$ cat src/rtl/rastk_pkg.sv
package rastk_pkg;

  typedef enum logic [1:0] {
    OP_HOLD = 2'd0,
    OP_PUSH = 2'd1,
    OP_POP  = 2'd2,
    OP_SWAP = 2'd3
  } stk_op_e;

endpackage

$ cat src/rtl/rastk_op_dec.sv
module rastk_op_dec
  import rastk_pkg::*;
(
  input  logic    push_i,
  input  logic    pop_i,
  output stk_op_e op_o
);

  always_comb begin
    unique case ({push_i, pop_i})
      2'b10:   op_o = OP_PUSH;
      2'b01:   op_o = OP_POP;
      2'b11:   op_o = OP_SWAP;
      default: op_o = OP_HOLD;
    endcase
  end

endmodule

$ cat src/rtl/rastk_level.sv
module rastk_level
  import rastk_pkg::*;
#(
  parameter int unsigned AW     = 9,
  parameter bit          IS_TOP = 1'b0
) (
  input  logic          clk_i,
  input  logic          rst_ni,
  input  stk_op_e       op_i,
  input  logic [AW-1:0] from_up_i,
  input  logic [AW-1:0] from_dn_i,
  output logic [AW-1:0] q_o
);

  logic [AW-1:0] d;
  logic [AW-1:0] swap_d;

  // replace only touches the top level
  if (IS_TOP) begin : g_top
    assign swap_d = from_up_i;
  end else begin : g_deep
    assign swap_d = q_o;
  end

  always_comb begin
    unique case (op_i)
      OP_PUSH: d = from_up_i;
      OP_POP:  d = from_dn_i;
      OP_SWAP: d = swap_d;
      default: d = q_o;
    endcase
  end

  always_ff @(posedge clk_i or negedge rst_ni) begin
    if (!rst_ni) q_o <= '0;
    else         q_o <= d;
  end

endmodule

$ cat src/rtl/rastk_stack.sv
module rastk_stack
  import rastk_pkg::*;
#(
  parameter int unsigned DEPTH = 3,
  parameter int unsigned AW    = 9
) (
  input  logic          clk_i,
  input  logic          rst_ni,
  input  logic          push_i,
  input  logic          pop_i,
  input  logic [AW-1:0] push_addr_i,
  output logic [AW-1:0] top_o
);

  localparam int unsigned LAST = DEPTH - 1;

  stk_op_e       op;
  logic [AW-1:0] lvl_q [DEPTH];

  rastk_op_dec u_dec (
    .push_i (push_i),
    .pop_i  (pop_i),
    .op_o   (op)
  );

  for (genvar i = 0; i < DEPTH; i++) begin : g_lvl
    logic [AW-1:0] up_d;
    logic [AW-1:0] dn_d;

    if (i == 0) begin : g_up_new
      assign up_d = push_addr_i;
    end else begin : g_up_lvl
      assign up_d = lvl_q[i-1];
    end

    // bottom level refills from itself on pop
    if (i == LAST) begin : g_dn_self
      assign dn_d = lvl_q[i];
    end else begin : g_dn_lvl
      assign dn_d = lvl_q[i+1];
    end

    rastk_level #(
      .AW     (AW),
      .IS_TOP (i == 0)
    ) u_level (
      .clk_i     (clk_i),
      .rst_ni    (rst_ni),
      .op_i      (op),
      .from_up_i (up_d),
      .from_dn_i (dn_d),
      .q_o       (lvl_q[i])
    );
  end

  assign top_o = lvl_q[0];

endmodule

$ cat config.mk
export PLATFORM = sky130hd
export DESIGN_NAME = rastk_stack
export DESIGN_NICKNAME = d
export VERILOG_FILES = /design/src/rtl/rastk_pkg.sv /design/src/rtl/rastk_op_dec.sv /design/src/rtl/rastk_level.sv /design/src/rtl/rastk_stack.sv
export SDC_FILE = /design/constraint.sdc
export NUM_CORES = 1
export LEC_CHECK = 0
export CAP_MARGIN = 10
export CORE_MARGIN = 2
export CORE_UTILIZATION = 45
export DETAILED_ROUTE_END_ITERATION = 12
export PLACE_DENSITY = 0.67
export SLEW_MARGIN = 20
export SYNTH_ARGS = -nofsm -noshare
export SYNTH_HDL_FRONTEND = slang
export SYNTH_HIERARCHICAL = 1
export SYNTH_SLANG_ARGS = --single-unit
$ cat constraint.sdc
create_clock -name clk_i -period 0.8 [get_ports clk_i]
set_input_delay 0.16 -clock clk_i [delete_from_list [all_inputs] [get_ports clk_i]]
set_output_delay 0.16 -clock clk_i [all_outputs]
set_load 0.02 [all_outputs]
==> metrics.csv, run 1 <==
metric,value,unit
status,finished with violations,
violations,negative setup slack,
report.final.setup_viol,28,
grt_pass1_vias,1008,
grt_util_all_layers,17.6,%
final_nets,174,
cts_hold_buf,0,
crit_path_max_incr_delay,0.43,ns
max_freq,932,MHz
dr_wl_met3,81,um
grt_pass1_wl,4500,um
worstMarginPinSlew,0.176,ns
synth_area,1340,um2
drc,0,
period_share,134,%
required,0.64,ns
slew_headroom,87.9,%
synthDistinctLibCells,10,
via_per_inst,5.16,
antenna_found_initial,0,
synth_fp_nets,138,
largest_register,g_lvl.u_level/q_o,
yosys_warnings,6,
drv_cap,0,
crit_arrival,0.91,ns
max-vdd-ir-drop,1.33,mV
pin_count,22,
clk_pin_slew_worst_paths,0.15,ns
rows,19,
cts_max_path_buffers,2,
synth_area_per_cell,10.9,um2
fin_ws,-0.273,ns
drtPass1Iterations,4,
synth_area_leaders,"dfrtp_1 (51%), mux2i_1 (20%), o21ai_1 (7.9%)",
synth_area_leader_cell,dfrtp_1,
min_period,1.07,ns
core,2780,um2
cts_tree,built,
synth.top_cell.area_share,50.6,%
cp_max_fo,2,
seq_area_frac_synth,50.6,%
grt.overflow.total,0,
n_antenna_cell,0,
final_util,63.7,%
power_leakage,0.000810,uW
slowest_stage,dfrtp_1,
clock_tree.root_cell,clkbuf_4,
cp.buffers_inverters,1,
top_regs,g_lvl.u_level/q_o (27),
wl_per_cell,14.3,um
globalplace.congestion,0.759,
critical_path.cell_chain,buf_6,
largest_reg_flops,27,
top_layer,met4,
start_util,48.0,%
dieArea,3420,um2
setup_tns,-3.54,ns
portBuffers,21,
clock_skew,0.00594,ns
path_class,reg -> out,
clk_latency,0.34,ns
htree_num_levels,1,
wl_met2,1310,um
critPathCaptureType,primary output,
rrSetupSlack,-0.17,ns
grt_start_max_net_pins,28,
routed_wl,2700,um
drt_iter0_drc,19,
synth_cells,123,
critPathTopFamily,flip-flops,
wl_met1,1250,um
die_w,58.5,um
drv_slew,0,
die-height,58.5,um
via_count,976,
syn2layout_area_growth,32.7,%
antenna_left,0,
hp-class,in -> async,
finalPower,3670,uW
cts_buffers,3,
hold_viol,0,
rsz0062_at_grt,true,
ys_ff_latch,27,
hpwlAfterDp,1860,um
startpoint_type,register,
clock_sinks,27,
layout-drive-gt1-share,32.3,%
cellPowerDensity,2070,nW/um2
-- per-stage QoR --
stage	std cells	area [um2]	hold WS (ns)	setup slack [ns]
after detailed placement	184	1660	0.509	-0.662
after floorplan	123	1360	-0.136	-0.243
after global placement	184	1660	0.497	-0.629
after global routing	189	1770	0.144	-0.314
final	189	1770	0.158	-0.273
after CTS	189	1740	0.152	-0.280
-- cells in the mapped netlist --
| cell type | number |
|---|---|
| buf_4 | 3 |
| mux2i_1 | 27 |
| inv_1 | 2 |
| clkbuf_1 | 2 |
| o21ai_1 | 21 |
| nand2_1 | 27 |
| ha_1 | 2 |
| o21ai_2 | 6 |
| dfrtp_1 | 27 |
| buf_6 | 6 |
-- worst paths after layout --
check / from / to / cells after the start
worst max register to register: g_lvl[0].u_level/q_o[0] / g_lvl[0].u_level/q_o[0] / 4
min in group clk_i: push_i / g_lvl[0].u_level/q_o[1] / 3
worst min-delay path: rst_ni / g_lvl[2].u_level/q_o[3] / 2
max in group asynchronous: rst_ni / g_lvl[2].u_level/q_o[4] / 2
worst max-delay path: g_lvl[0].u_level/q_o[8] / top_o[8] / 1
worst min register to register: g_lvl[2].u_level/q_o[5] / g_lvl[2].u_level/q_o[5] / 2
-- timing repair --
item | in CTS | in global routing
pin swaps | 6 | 9
cloned | 0 | 0
gates resized for setup | 68 | 16
buffers inserted | 3 | 7
setup endpoints to repair | 36 | 31
-- worst reg2reg max path: stages (launching register included) --
cell and delay, ns:
dfrtp_1 0.42, buf_4 0.14, buf_6 0.10, mux2i_1 0.12
o21ai_1 0.08
-- where the power goes --
group / total (uW) / internal (uW) / switching (uW)
registers: 1910 / 1650 / 261
logic: 1140 / 627 / 514
clock network: 619 / 192 / 427
total: 3670 / 2470 / 1200
-- cells by family after synthesis --
kind of cell | Yosys count | synth area share [%]
buf+inv | 13 | 7.87
compound gates | 27 | 11.8
simple gates | 27 | 7.59
flops | 27 | 50.6
mux | 27 | 20.2
fa+ha+maj | 2 | 1.87
-- layout by cell type (no fill, tap or decap), drive strengths merged --
cell and n:
buf 30, clkbuf 5, clkdlybuf4s50 10, clkinvlp 1, dfrtp 27, ha 2
inv 2, mux2i 27, nand2 27, o21ai 27
-- final cells by class --
| cell class | count | area, um2 |
|---|---|---|
| Clock buffer | 3 | 22.5 |
| Timing Repair Buffer | 42 | 423 |
| Tap cell | 31 | 38.8 |
| Fill cell | 243 | 1010 |
| Clock inverter | 1 | 7.51 |
| Inverter | 2 | 7.51 |
| Multi-Input combinational cell | 83 | 596 |
| Sequential cell | 27 | 677 |
-- routing by layer --
metal  GRT usage, %  vias to the layer above
li1               -                      488
met2           28.6                       15
met4           7.97                        0
met5              0                        -
met3           2.64                        5
met1           23.1                      468
No activity file was read; power rests on OpenSTA's default activity.
==> run 2: changes to the inputs <==
--- a/config.mk
+++ b/config.mk
@@ -10,6 +10,7 @@
 export CORE_UTILIZATION = 45
 export DETAILED_ROUTE_END_ITERATION = 12
 export PLACE_DENSITY = 0.67
+export REMOVE_ABC_BUFFERS = 1
 export SLEW_MARGIN = 20
 export SYNTH_ARGS = -nofsm -noshare
 export SYNTH_HDL_FRONTEND = slang
==> metrics.csv, run 2 (synthesized netlist as in run 1, its figures left out) <==
metric,value,unit,change
status,finished with violations,,unchanged
violations,negative setup slack,,unchanged
cp.buffers_inverters,1,,unchanged
rows,19,,unchanged
grt_util_all_layers,17.7,%,was 17.6%
antenna_left,0,,unchanged
fin_ws,-0.253,ns,was -0.273 ns
final_util,64.9,%,was 63.7%
grt_start_max_net_pins,28,,unchanged
antenna_found_initial,0,,unchanged
via_count,976,,unchanged
largest_register,g_lvl.u_level/q_o,,unchanged
clock_sinks,27,,unchanged
wl_per_cell,14.3,um,about the same
rrSetupSlack,-0.20,ns,was -0.17 ns
slew_headroom,85.5,%,was 87.9%
r2r-end,g_lvl[0].u_level/q_o[5],,was g_lvl[0].u_level/q_o[0]
htree_num_levels,1,,unchanged
cp_max_fo,2,,unchanged
clock_tree.root_cell,clkbuf_4,,unchanged
clockPowerShare,15.8,%,was 16.8%
worstMarginPinSlew,0.218,ns,was 0.176 ns
wl_met1,1230,um,was 1250 um
nFillCells,223,,was 243
drtPass1Iterations,4,,unchanged
globalplace.congestion,0.741,,was 0.759
dieArea,3420,um2,unchanged
n_antenna_cell,0,,unchanged
crit_path_max_incr_delay,0.43,ns,about the same
final_area,1810,um2,was 1770 um2
die_w,58.5,um,unchanged
drv_slew,0,,unchanged
routed_wl,2700,um,about the same
cell_internal_pwr,2500,uW,was 2470 uW
cts_buffers,3,,unchanged
slowest_stage,dfrtp_1,,unchanged
via_per_inst,5.16,,unchanged
cts_hold_buf,0,,unchanged
cts_max_path_buffers,2,,unchanged
top_regs,g_lvl.u_level/q_o (27),,unchanged
max_freq,950,MHz,was 932 MHz
grt_pass1_vias,1028,,was 1008
seq_power_share,52.3,%,was 52.1%
clock_skew,0.00472,ns,was 0.00594 ns
netSwitchingFraction,31.9,%,was 32.7%
max-vdd-ir-drop,1.57,mV,was 1.33 mV
grt.overflow.total,0,,unchanged
p_switching,1170,uW,was 1200 uW
multi_input_area,614,um2,was 596 um2
min_period,1.05,ns,was 1.07 ns
crit_arrival,0.89,ns,was 0.91 ns
layout_common_cells,"nand2_1 (27), dfrtp_1 (27), mux2i_1 (22), buf_6 (22), o21ai_1 (21)",,"was dfrtp_1 (26), mux2i_1 (24), nand2_1 (23)"
die-height,58.5,um,unchanged
core,2780,um2,unchanged
path_class,reg -> out,,unchanged
cts_tree,built,,unchanged
startpoint_type,register,,unchanged
power_leakage,0.000810,uW,about the same
hp-class,in -> async,,unchanged
reg2regPathDepth,4,,unchanged
start_util,48.0,%,unchanged
r2r-start,g_lvl[0].u_level/q_o[5],,was g_lvl[0].u_level/q_o[0]
wl_met2,1370,um,was 1310 um
drc,0,,unchanged
rsz0062_at_grt,true,,unchanged
grt_pass1_wl,4590,um,was 4500 um
critPathCaptureType,primary output,,unchanged
p_comb_share,31.9,%,was 31.0%
period_share,132,%,was 134%
clk_latency,0.32,ns,was 0.34 ns
critical_path.cell_chain,buf_6,,unchanged
hpwlAfterDp,1910,um,was 1860 um
place_area,1650,um2,was 1660 um2
portBuffers,21,,unchanged
report.final.setup_viol,27,,was 28
largest_reg_flops,27,,unchanged
final_nets,174,,unchanged
top_layer,met4,,unchanged
drv_cap,0,,unchanged
hold_viol,0,,unchanged
cellPowerDensity,2030,nW/um2,was 2070 nW/um2
required,0.64,ns,about the same
clk_pin_slew_worst_paths,0.14,ns,was 0.15 ns
drt_iter0_drc,21,,was 19
dr_wl_met3,92,um,was 81 um
critPathTopFamily,flip-flops,,unchanged
seqCellArea,676,um2,was 677 um2
pin_count,22,,unchanged
syn2layout_area_growth,35.2,%,was 32.7%
layout-drive-gt1-share,30.4,%,was 32.3%
-- run 2: power by group through the flow --
| stage | sequential [uW] | clock (uW) | combinational, uW |
|---|---|---|---|
| floorplan | 1920 | 0 | 480 |
| global placement | 1880 | 0 | 999 |
| detailed placement | 1900 | 0 | 1040 |
| CTS | 1890 | 601 | 1080 |
| global route | 1950 | 667 | 1290 |
| finish | 1920 | 578 | 1170 |
-- run 2: how the worst max path moves through the flow --
stage | slack, ns | to | from | cells past startpoint
final | -0.25 | top_o[4] | g_lvl[0].u_level/q_o[4] | 1
after global routing | -0.29 | top_o[3] | g_lvl[0].u_level/q_o[3] | 1
after CTS | -0.25 | top_o[5] | g_lvl[0].u_level/q_o[5] | 1
after detailed placement | -0.68 | g_lvl[2].u_level/q_o[4] | pop_i | 5
after global placement | -0.64 | g_lvl[1].u_level/q_o[4] | pop_i | 5
after floorplan | -0.25 | g_lvl[1].u_level/q_o[3] | push_i | 4
-- run 2: through the flow --
| stage | TNS, ns | setup WS (ns) | hold slack, ns | total power (uW) | std cells |
|---|---|---|---|---|---|
| after detailed placement | -19.56 | -0.684 | 0.508 | 2930 | 184 |
| after global routing | -4.65 | -0.293 | 0.162 | 3910 | 189 |
| after floorplan | -4.17 | -0.249 | -0.136 | 2400 | 112 |
| after CTS | -3.34 | -0.250 | 0.168 | 3570 | 188 |
| final | -3.39 | -0.253 | 0.167 | 3670 | 189 |
| after global placement | -18.61 | -0.645 | 0.489 | 2880 | 184 |
-- run 2: final cells by class --
class / instances / area share, %
Sequential cell: 27 / 37.4
Multi-Input combinational cell: 83 / 34.0
Timing Repair Buffer: 42 / 24.5
Tap cell: 31 / 2.15
Clock buffer: 4 / 1.46
Inverter: 2 / 0.416
-- run 2: what timing repair did --
action | in CTS | in global routing
gates resized for setup | 69 | 17
setup endpoints to repair | 36 | 33
pin swaps | 5 | 13
buffers inserted | 3 | 4
-- run 2: routing by layer --
layer | vias up | GRT usage [%]
met4 | 0 | 7.97
met2 | 20 | 28.4
li1 | 486 | -
met5 | - | 0
met1 | 468 | 24.2
met3 | 2 | 2.20
